File: src/rtl/bcr_pkg.sv
package bcr_pkg;
  localparam int ADDR_W = 3;
  localparam int RATE_W = 2;
  localparam int RC_W   = 5;

  localparam logic [ADDR_W-1:0] A_CTRL  = 3'd0;
  localparam logic [ADDR_W-1:0] A_SETUP = 3'd1;
  localparam logic [ADDR_W-1:0] A_LIST  = 3'd2;
  localparam logic [ADDR_W-1:0] A_MSG   = 3'd3;
  localparam logic [ADDR_W-1:0] A_TIME  = 3'd4;
  localparam logic [ADDR_W-1:0] A_ASYNC = 3'd5;

  // last value of the base-tick counter before a time-counter advance
  function automatic logic [RC_W-1:0] rate_last(input logic [RATE_W-1:0] sel);
    case (sel)
      2'd0:    rate_last = RC_W'(0);
      2'd1:    rate_last = RC_W'(3);
      2'd2:    rate_last = RC_W'(7);
      default: rate_last = RC_W'(31);
    endcase
  endfunction

  // list pointer next value: host write > sequencer load > step
  function automatic logic [15:0] ptr_next(input logic hw, input logic [15:0] hv,
                                           input logic ld, input logic [15:0] lv,
                                           input logic st, input logic [15:0] cur);
    if (hw)      ptr_next = hv;
    else if (ld) ptr_next = lv;
    else if (st) ptr_next = cur + 16'd1;
    else         ptr_next = cur;
  endfunction
endpackage

File: src/rtl/bcr_timebase.sv
module bcr_timebase
  import bcr_pkg::*;
#(
  parameter int CLK_MHZ = 12,
  parameter int DW      = 16
) (
  input  logic              clk,
  input  logic              rst_n,
  input  logic [RATE_W-1:0] rate_sel,
  input  logic              load,
  input  logic [DW-1:0]     load_val,
  output logic              base_tick,
  output logic              time_tick,
  output logic [DW-1:0]     count
);
  localparam int PW = (CLK_MHZ > 1) ? $clog2(CLK_MHZ) : 1;
  localparam logic [PW-1:0] PRE_LAST = PW'(CLK_MHZ - 1);

  logic [PW-1:0]   pre_q;
  logic [RC_W-1:0] rc_q;

  assign base_tick = (pre_q == PRE_LAST);
  assign time_tick = base_tick && (rc_q >= rate_last(rate_sel));

  always_ff @(posedge clk or negedge rst_n) begin
    if (!rst_n) begin
      pre_q <= '0;
      rc_q  <= '0;
      count <= '0;
    end else begin
      pre_q <= base_tick ? '0 : pre_q + 1'b1;
      if (base_tick) rc_q <= time_tick ? '0 : rc_q + 1'b1;
      if (load)           count <= load_val;
      else if (time_tick) count <= count + 1'b1;
    end
  end
endmodule

File: src/rtl/bcr_ptr_reg.sv
module bcr_ptr_reg
  import bcr_pkg::*;
#(
  parameter int DW = 16
) (
  input  logic          clk,
  input  logic          rst_n,
  input  logic          cpu_wr,
  input  logic [DW-1:0] cpu_val,
  input  logic          seq_ld,
  input  logic [DW-1:0] seq_val,
  input  logic          seq_step,
  output logic [DW-1:0] q
);
  always_ff @(posedge clk or negedge rst_n) begin
    if (!rst_n) q <= '0;
    else        q <= ptr_next(cpu_wr, cpu_val, seq_ld, seq_val, seq_step, q);
  end
endmodule

File: src/rtl/bcr_cpu_port.sv
module bcr_cpu_port
  import bcr_pkg::*;
#(
  parameter int DW = 16
) (
  input  logic              sel,
  input  logic              we,
  input  logic [ADDR_W-1:0] addr,
  input  logic [DW-1:0]     status_w,
  input  logic [DW-1:0]     setup_w,
  input  logic [DW-1:0]     list_w,
  input  logic [DW-1:0]     msg_w,
  input  logic [DW-1:0]     time_w,
  input  logic [DW-1:0]     async_w,
  output logic              wr_ctrl,
  output logic              wr_setup,
  output logic              wr_list,
  output logic              wr_time,
  output logic              wr_async,
  output logic [DW-1:0]     rdata
);
  logic wr_any, rd_any;
  assign wr_any = sel && we;
  assign rd_any = sel && !we;

  assign wr_ctrl  = wr_any && (addr == A_CTRL);
  assign wr_setup = wr_any && (addr == A_SETUP);
  assign wr_list  = wr_any && (addr == A_LIST);
  assign wr_time  = wr_any && (addr == A_TIME);
  assign wr_async = wr_any && (addr == A_ASYNC);

  always_comb begin
    rdata = '0;
    if (rd_any) begin
      case (addr)
        A_CTRL:  rdata = status_w;
        A_SETUP: rdata = setup_w;
        A_LIST:  rdata = list_w;
        A_MSG:   rdata = msg_w;
        A_TIME:  rdata = time_w;
        A_ASYNC: rdata = async_w;
        default: rdata = '0;
      endcase
    end
  end
endmodule

File: src/rtl/bcr_regfile.sv
module bcr_regfile
  import bcr_pkg::*;
#(
  parameter int CLK_MHZ = 12,
  parameter int DW      = 16,
  parameter int CW      = 4
) (
  input  logic              clk,
  input  logic              rst_n,
  input  logic              cpu_sel,
  input  logic              cpu_we,
  input  logic [ADDR_W-1:0] cpu_addr,
  input  logic [DW-1:0]     cpu_wdata,
  output logic [DW-1:0]     cpu_rdata,
  output logic [CW-1:0]     ctrl_pulse,
  input  logic [DW-1:0]     seq_status,
  input  logic              seq_lp_step,
  input  logic              seq_lp_load,
  input  logic [DW-1:0]     seq_lp_value,
  input  logic              seq_mp_load,
  input  logic [DW-1:0]     seq_mp_value,
  output logic [DW-1:0]     list_ptr,
  output logic [DW-1:0]     async_base,
  output logic [DW-1:0]     setup_word,
  output logic [DW-1:0]     time_val,
  input  logic              cpu_mem_req,
  input  logic              cpu_mem_en,
  output logic              be_mem_req,
  output logic              cpu_mem_refused,
  input  logic              async_if_sel,
  output logic              be_async_mode
);
  // named internal events (also observed by the checker)
  logic          wr_ctrl, wr_setup, wr_list, wr_time, wr_async;
  logic          base_tick, time_tick;
  logic [DW-1:0] msg_q;
  logic [CW-1:0] pulse_q;

  bcr_cpu_port #(.DW(DW)) u_port (
    .sel(cpu_sel), .we(cpu_we), .addr(cpu_addr),
    .status_w(seq_status), .setup_w(setup_word), .list_w(list_ptr),
    .msg_w(msg_q), .time_w(time_val), .async_w(async_base),
    .wr_ctrl(wr_ctrl), .wr_setup(wr_setup), .wr_list(wr_list),
    .wr_time(wr_time), .wr_async(wr_async), .rdata(cpu_rdata)
  );

  bcr_ptr_reg #(.DW(DW)) u_list (
    .clk(clk), .rst_n(rst_n), .cpu_wr(wr_list), .cpu_val(cpu_wdata),
    .seq_ld(seq_lp_load), .seq_val(seq_lp_value), .seq_step(seq_lp_step),
    .q(list_ptr)
  );

  bcr_ptr_reg #(.DW(DW)) u_msg (
    .clk(clk), .rst_n(rst_n), .cpu_wr(1'b0), .cpu_val('0),
    .seq_ld(seq_mp_load), .seq_val(seq_mp_value), .seq_step(1'b0),
    .q(msg_q)
  );

  bcr_ptr_reg #(.DW(DW)) u_setup (
    .clk(clk), .rst_n(rst_n), .cpu_wr(wr_setup), .cpu_val(cpu_wdata),
    .seq_ld(1'b0), .seq_val('0), .seq_step(1'b0),
    .q(setup_word)
  );

  bcr_ptr_reg #(.DW(DW)) u_async (
    .clk(clk), .rst_n(rst_n), .cpu_wr(wr_async), .cpu_val(cpu_wdata),
    .seq_ld(1'b0), .seq_val('0), .seq_step(1'b0),
    .q(async_base)
  );

  bcr_timebase #(.CLK_MHZ(CLK_MHZ), .DW(DW)) u_tb (
    .clk(clk), .rst_n(rst_n), .rate_sel(setup_word[RATE_W-1:0]),
    .load(wr_time), .load_val(cpu_wdata),
    .base_tick(base_tick), .time_tick(time_tick), .count(time_val)
  );

  always_ff @(posedge clk or negedge rst_n) begin
    if (!rst_n) pulse_q <= '0;
    else        pulse_q <= wr_ctrl ? cpu_wdata[CW-1:0] : '0;
  end
  assign ctrl_pulse = pulse_q;

  assign be_mem_req      = cpu_mem_req && cpu_mem_en;
  assign cpu_mem_refused = cpu_mem_req && !cpu_mem_en;
  assign be_async_mode   = async_if_sel;
endmodule

File: config.mk
export PLATFORM = sky130hd
export DESIGN_NAME = bcr_regfile
export DESIGN_NICKNAME = d
export VERILOG_FILES = /design/src/rtl/bcr_pkg.sv /design/src/rtl/bcr_timebase.sv /design/src/rtl/bcr_ptr_reg.sv /design/src/rtl/bcr_cpu_port.sv /design/src/rtl/bcr_regfile.sv
export SDC_FILE = /design/constraint.sdc
export NUM_CORES = 1
export LEC_CHECK = 0
export ABC_AREA = 1
export ABC_CLOCK_PERIOD_IN_PS = 2500
export BUFFER_PORTS_ARGS = -buffer_cell sky130_fd_sc_hd__clkbuf_2
export CORE_AREA = 5 5 105 157
export DETAILED_ROUTE_END_ITERATION = 7
export DIE_AREA = 0 0 110 162
export PLACE_DENSITY = 0.59
export SYNTH_ARGS = -nofsm -noshare
export SYNTH_HDL_FRONTEND = slang
export SYNTH_SLANG_ARGS = --single-unit
File: constraint.sdc
create_clock -name clk -period 2.5 [get_ports clk]
set_clock_uncertainty 0.15 [all_clocks]
set_input_delay 0.375 -clock clk [delete_from_list [all_inputs] [get_ports clk]]
set_output_delay 0.375 -clock clk [all_outputs]
set_load 0.005 [all_outputs]
==> results of run 1 <==
==> report_power, final <==
group	internal [W]	leakage, nW	switching [W]	total (W)
logic	0.000573	2.29	0.000822	0.00140
clock network	0.000779	0.138	0.000618	0.00140
registers	0.00180	1.15	0.000365	0.00217
total	0.00316	3.58	0.00181	0.00496
==> per-layer routing <==
| metal | up-vias | wire length, um |
|---|---|---|
| li1 | 2821 | - |
| met1 | 2567 | 7859 |
| met2 | 189 | 9644 |
| met3 | 32 | 1230 |
| met4 | 2 | 507 |
| met5 | - | 13 |
==> logic make-up after synthesis <==
family / synth area share [%]
fa+ha+maj: 2.017
mux: 0.4034
buf+inv: 10.40
simple gates: 27.79
xor+xnor: 2.510
compound gates: 15.20
flops: 41.69
==> area by class of cell <==
| type | count | area [um2] |
|---|---|---|
| timing repair buffer | 179 | 958.4 |
| inverter | 111 | 421.7 |
| sequential | 93 | 2327 |
| clock buffer | 9 | 225.2 |
| fill | 1621 | 8001 |
| clock inverter | 7 | 75.07 |
| multi-input combinational | 545 | 2675 |
| tap | 199 | 249.0 |
==> cell usage after synthesis, drive strengths merged <==
master,number,area [um2]
a21oi,21,105.1
a31oi,15,93.84
a41oi,2,17.52
buf,19,125.1
clkbuf,9,33.78
dfrtp,93,2327
ha,9,112.6
inv,111,421.7
mux2,2,22.52
nand2,203,777.0
nand3,47,257.8
nand3b,1,7.510
nand4,6,37.54
nor2,97,397.9
nor3,9,61.31
o211ai,1,7.510
o21ai,89,464.2
o21bai,1,7.510
o221ai,1,8.760
o22ai,23,143.9
or2,2,12.51
xnor2,2,17.52
xor2,14,122.6
==> worst paths after layout <==
path                                          start                    endpoint  slack, ns  depth (start not counted)
setup / recovery                        cpu_addr[0]                cpu_rdata[0]       0.22                          9
hold / removal                      seq_mp_value[1]      u_msg.q[1]$_DFFE_PN0P_       0.09                          3
setup reg to reg           u_setup.q[0]$_DFFE_PN0P_   u_tb.count[1]$_DFFE_PN0P_       0.30                         10
hold reg to reg             u_tb.pre_q[0]$_DFF_PN0_     u_tb.pre_q[0]$_DFF_PN0_       0.31                          1
max in group asynchronous                     rst_n    u_setup.q[9]$_DFFE_PN0P_       1.23                          3
min in group asynchronous                     rst_n  u_tb.count[10]$_DFFE_PN0P_       0.30                          2
==> repair_timing <==
item | in CTS | in global routing
hold buffers | 1 | 0
setup buffers | 0 | 0
hold endpoints to repair | 17 | 0
==> registers in the layout (all words and copies together) (netlist names) <==
name        count
ctrl_pulse      4
u_tb.count     16
u_async.q      16
u_tb.rc_q       5
u_tb.pre_q      4
u_list.q       16
u_setup.q      16
u_msg.q        16
==> critical path: cells and delay by family <==
family / cells / cell delay [ns]
and+or+nand+nor: 3 / 0.48
AOI/OAI and AO/OA: 2 / 0.26
buffers and inverters: 4 / 0.62
==> through the flow <==
step	utilization (%)	std cells	power, W	hold slack, ns	worst slack (ns)
5_1_grt	46.42	1143	0.005316	0.08830	0.04592
3_5_place_dp	44.34	1126	0.003610	0.1271	0.2219
3_3_place_gp	44.34	1126	0.003590	0.1226	0.2557
6_report	46.42	1143	0.004961	0.09139	0.2242
2_1_floorplan	-	777	0.002864	-0.07059	0.6033
4_1_cts	46.42	1143	0.005014	0.08184	0.2194
==> flow_summary.yaml, run 1 <==
worst_setup_path:
  path_max_fanout: 11
  critical-path-slowest-cell: "nand3_2"
  cp_slowest_stage_delay_ns: 0.31
  cp.arrival_ns: 1.75
  worstPathRequired_ns: 1.98
  worstSetupPathType: "in2out"
  cpMostUsedCell: "clkbuf_2"
  path_cells: "clkbuf_2 -> inv_2 -> nand3_2 -> inv_4 -> nand2_1 -> o21ai_0 -> nor2_1 -> a31oi_1 -> clkbuf_2"
  crit_path_start_kind: "input port"
  crit_path_end_kind: "primary output"
detailed_routing:
  drc: 0
  drt_iter0_drc: 271
  wl_mm: 19.26
  antenna_left: 0
  via_per_inst: 4.909
  post_drt_wl_per_cell_um: 16.85
  num_vias: 5611
  dr.pass1.iters: 5
logic_synthesis:
  seq_area_frac_synth_pct: 41.69
  netlist_instances: 777
  syn_area_per_cell_um2: 7.185
  yosys_warnings: 0
  synth.distinct_cells: 38
  synth_area_mm2: 0.005583
  synth_fp_nets: 863
  yosys_register_bits: 93
die:
  rows: 55
  core_mm2: 0.01493
  die_w_um: 110
  die_area_mm2: 0.01782
  io_pins: 164
  die_h_um: 162
  initial_utilization_pct: 37.39
global_route:
  grtUsageMet2_pct: 37.15
  use_met3_pct: 3.976
  grt_pass1_wl_mm: 30.16
  track_usage_pct: 22.10
  grt_pass1_vias: 5568
  antenna_found_initial: 1
  grt_max_degree: 49
  use_met1_pct: 28.32
  grt_busiest_layer: "met2"
  grt-ovfl-total: 0
timing:
  post-route-period-util_pct: 91.03
  finalCriticalPeriod_ns: 2.276
  setup-violations-final: 0
  rsz0062_at_grt: "false"
  final-hold-violation-count: 0
  drv_slew: 0
  worst_pin_slew_ns: 0.6648
  max_freq_mhz: 439.4
  relSlewSlack_pct: 55.58
  setup_tns_ns: 0
layout:
  fin_area_mm2: 0.006932
  layout-drive-gt1-share_pct: 23.94
  area_growth_pct: 24.16
  final_common_cell: "nand2_1"
  diodes: 0
  fin_nets: 1025
  final_cell_mix: "nand2_1, clkbuf_2, inv_1"
clock_network:
  cts_tree: "yes"
  ctsHtreeMaxLevel: 3
  cts_buffers: 9
  post_cts_resized: 0
  clk_latency_ns: 0.35
  clock-sinks: 93
  clk_pin_slew_ns: 0.07
  cts.path.max_buffers: 2
  cts_root_buffer: "clkbuf_16"
pwr:
  irDropWorstVdd_mv: 0.3995
  p_leak_nw: 3.577
  p_per_area_mw_per_mm2: 715.7
placement:
  gp_congestion: 0.8901
  placed_area_mm2: 0.006621
  hpwl_mm: 15.38
  io_buffers: 161
flow_run:
  maxCapViolations: 0
worst_hold_path:
  holdCritPathClass: "in2reg"
outcome:
  outcome: "complete, no violations"
(Power assumes the default switching activity.)
==> run 2: changes to the inputs <==
- SETUP_SLACK_MARGIN: unset -> 0.4
==> run 2 against run 1 <==
Against the previous run:
- sequential power about the same
- largest power group unchanged
- sequential share of layout area is 1.4 points lower
- critical path type unchanged
- cell count rose by 1.5%
- wire length rose by 3.0%
- clock power about the same
- power increased by 1.9%
- non-clock buffer count rose by 15
- register-to-register slack improved by 0.18 ns
- highest routed layer unchanged
- largest cell class unchanged
==> flow_summary.yaml, run 2 (synthesized netlist as in run 1, its figures left out) <==
detailed_routing:
  num_vias: 5759
  route.met2.wl_mm: 9.919
  top_layer_used: "met5"
  drc: 0
  antenna_left: 0
  wl_mm: 19.83
  post_drt_wl_per_cell_um: 17.09
  via_per_inst: 4.965
  dr_wl_met3_mm: 1.243
  dr.pass1.iters: 5
  routedLengthMet1_mm: 8.171
  drt_iter0_drc: 286
layout:
  seq_area_mm2: 0.002331
  final_cell_mix: "nand2_1, clkbuf_2, inv_1"
  area_growth_pct: 29.61
  diodes: 0
  layout-drive-gt1-share_pct: 27.47
  fin_nets: 1042
  multi_input_area_mm2: 0.002831
  final_common_cell: "nand2_1"
  n_fill_cell: 1586
flow_run:
  maxCapViolations: 0
worst_setup_path:
  crit_buf_inv: 3
  rrSetupSlack_ns: 0.48
  crit_path_end_kind: "primary output"
  path_cells: "buf_2 -> nand3_4 -> buf_4 -> o22ai_1 -> nor2_1 -> a31oi_1 -> clkbuf_2"
  ff2ff_path_depth: 9
  r2r-end: "u_tb.count[1]$_DFFE_PN0P_"
  path_max_fanout: 6
  cp.arrival_ns: 1.55
  startpoint: "cpu_addr[1]"
  worstPathRequired_ns: 1.98
  reg2reg_from: "u_setup.q[1]$_DFFE_PN0P_"
  cp_slowest_stage_delay_ns: 0.23
  setup.worst_path.end: "cpu_rdata[6]"
  cpLargestDelayFamily: "buffers and inverters"
  critical-path-slowest-cell: "buf_2"
  worstSetupPathType: "in2out"
  crit_path_start_kind: "input port"
  path_depth: 7
global_route:
  track_usage_pct: 22.53
  grt-ovfl-total: 0
  grt_pass1_vias: 5670
  antenna_found_initial: 1
  grt_max_degree: 49
  grt_pass1_wl_mm: 30.79
timing:
  post-route-period-util_pct: 82.97
  finalCriticalPeriod_ns: 2.074
  setup_ws_ns: 0.4258
  relSlewSlack_pct: 57.43
  rsz0062_at_grt: "true"
  max_freq_mhz: 482.1
  setup-violations-final: 0
  setup_tns_ns: 0
  drv_slew: 0
  whs_ns: 0.08891
  final-hold-violation-count: 0
  worst_pin_slew_ns: 0.6371
die:
  core_mm2: 0.01493
  die_h_um: 162
  rows: 55
  die_w_um: 110
  io_pins: 164
  die_area_mm2: 0.01782
  initial_utilization_pct: 37.39
clock_network:
  ctsHtreeMaxLevel: 3
  cts.path.max_buffers: 2
  clk_pin_slew_ns: 0.07
  cts_buffers: 9
  cts_root_buffer: "clkbuf_16"
  cts_tree: "yes"
  clock-sinks: 93
  clk_latency_ns: 0.35
placement:
  pre_cts_ws_ns: 0.2219
  io_buffers: 161
  hpwl_mm: 15.38
  gp_congestion: 0.8901
pwr:
  irDropWorstVdd_mv: 0.4041
  clockPowerShare_pct: 27.9
  comb_power_share_pct: 29.1
  p_leak_nw: 3.681
  intPower_w: 0.003195
  seqPwrFrac_pct: 43.0
  p_per_area_mw_per_mm2: 698.4
  sw_frac_of_total_pct: 36.77
  power_switching_w: 0.001858
outcome:
  outcome: "complete, no violations"
worst_hold_path:
  worst_hold_startpoint: "seq_mp_value[1]"
  holdCritPathClass: "in2reg"
run 2: changes by cell type in the layout (fill, tap and decap cells not counted), sizes merged:
cell,before,now
buf,18,38
clkbuf,169,164
nand3,47,48
nor2,97,98
run 2: timing repair:
action,in CTS,in global routing
endpoints found under the setup margin,26,32
hold buffers,1,0
buffers inserted,9,5
gates cloned,1,2
gates resized for setup,13,39
hold endpoints to repair,17,0
pin swaps,4,5
run 2: how the worst min path moves through the flow:
stage | end | slack (ns) | cells after the start
final | u_msg.q[1]$_DFFE_PN0P_ | 0.09 | 3
after global routing | u_msg.q[1]$_DFFE_PN0P_ | 0.09 | 3
after CTS | u_msg.q[1]$_DFFE_PN0P_ | 0.08 | 3
after detailed placement | u_tb.count[11]$_DFFE_PN0P_ | 0.13 | 1
after global placement | u_tb.count[11]$_DFFE_PN0P_ | 0.12 | 1
after floorplan | ctrl_pulse[0]$_DFF_PN0_ | -0.07 | 0
run 2: tightest hold or removal path, stage by stage:
cell	delay, ns
clkbuf_2	0.08
nand2_1	0.04
o21ai_0	0.06
run 2: routing by layer:
layer  track usage, %  vias to the layer above
li1                 -                     2862
met1            28.85                     2671
met2            38.01                      192
met3            4.254                       32
met4            6.920                        2
met5                0                        -
run 2: area by class of cell:
class / instances / share of cell area, %
sequential: 93 / 32.22
timing repair buffer: 194 / 15.03
clock inverter: 7 / 1.038
tap: 199 / 3.441
clock buffer: 9 / 3.113
inverter: 111 / 6.035
multi-input combinational: 547 / 39.13
run 2: power groups by stage:
stage,logic (W),clock network (W),registers [W]
3_5_place_dp,0.00141,0,0.00220
4_1_cts,0.00145,0.00142,0.00217
6_report,0.00147,0.00141,0.00217
3_3_place_gp,0.00140,0,0.00219
5_1_grt,0.00168,0.00149,0.00222
2_1_floorplan,0.000765,0,0.00210
run 2: through the flow:
| step | cell area, um2 | utilization, % | instances | total power (W) |
|---|---|---|---|---|
| after floorplan | 5583 | - | 777 | 0.002864 |
| after global placement | 6621 | 44.34 | 1126 | 0.003590 |
| after detailed placement | 6621 | 44.34 | 1126 | 0.003610 |
| after CTS | 7067 | 47.32 | 1153 | 0.005043 |
| after global routing | 7236 | 48.45 | 1160 | 0.005397 |
| final | 7236 | 48.45 | 1160 | 0.005053 |
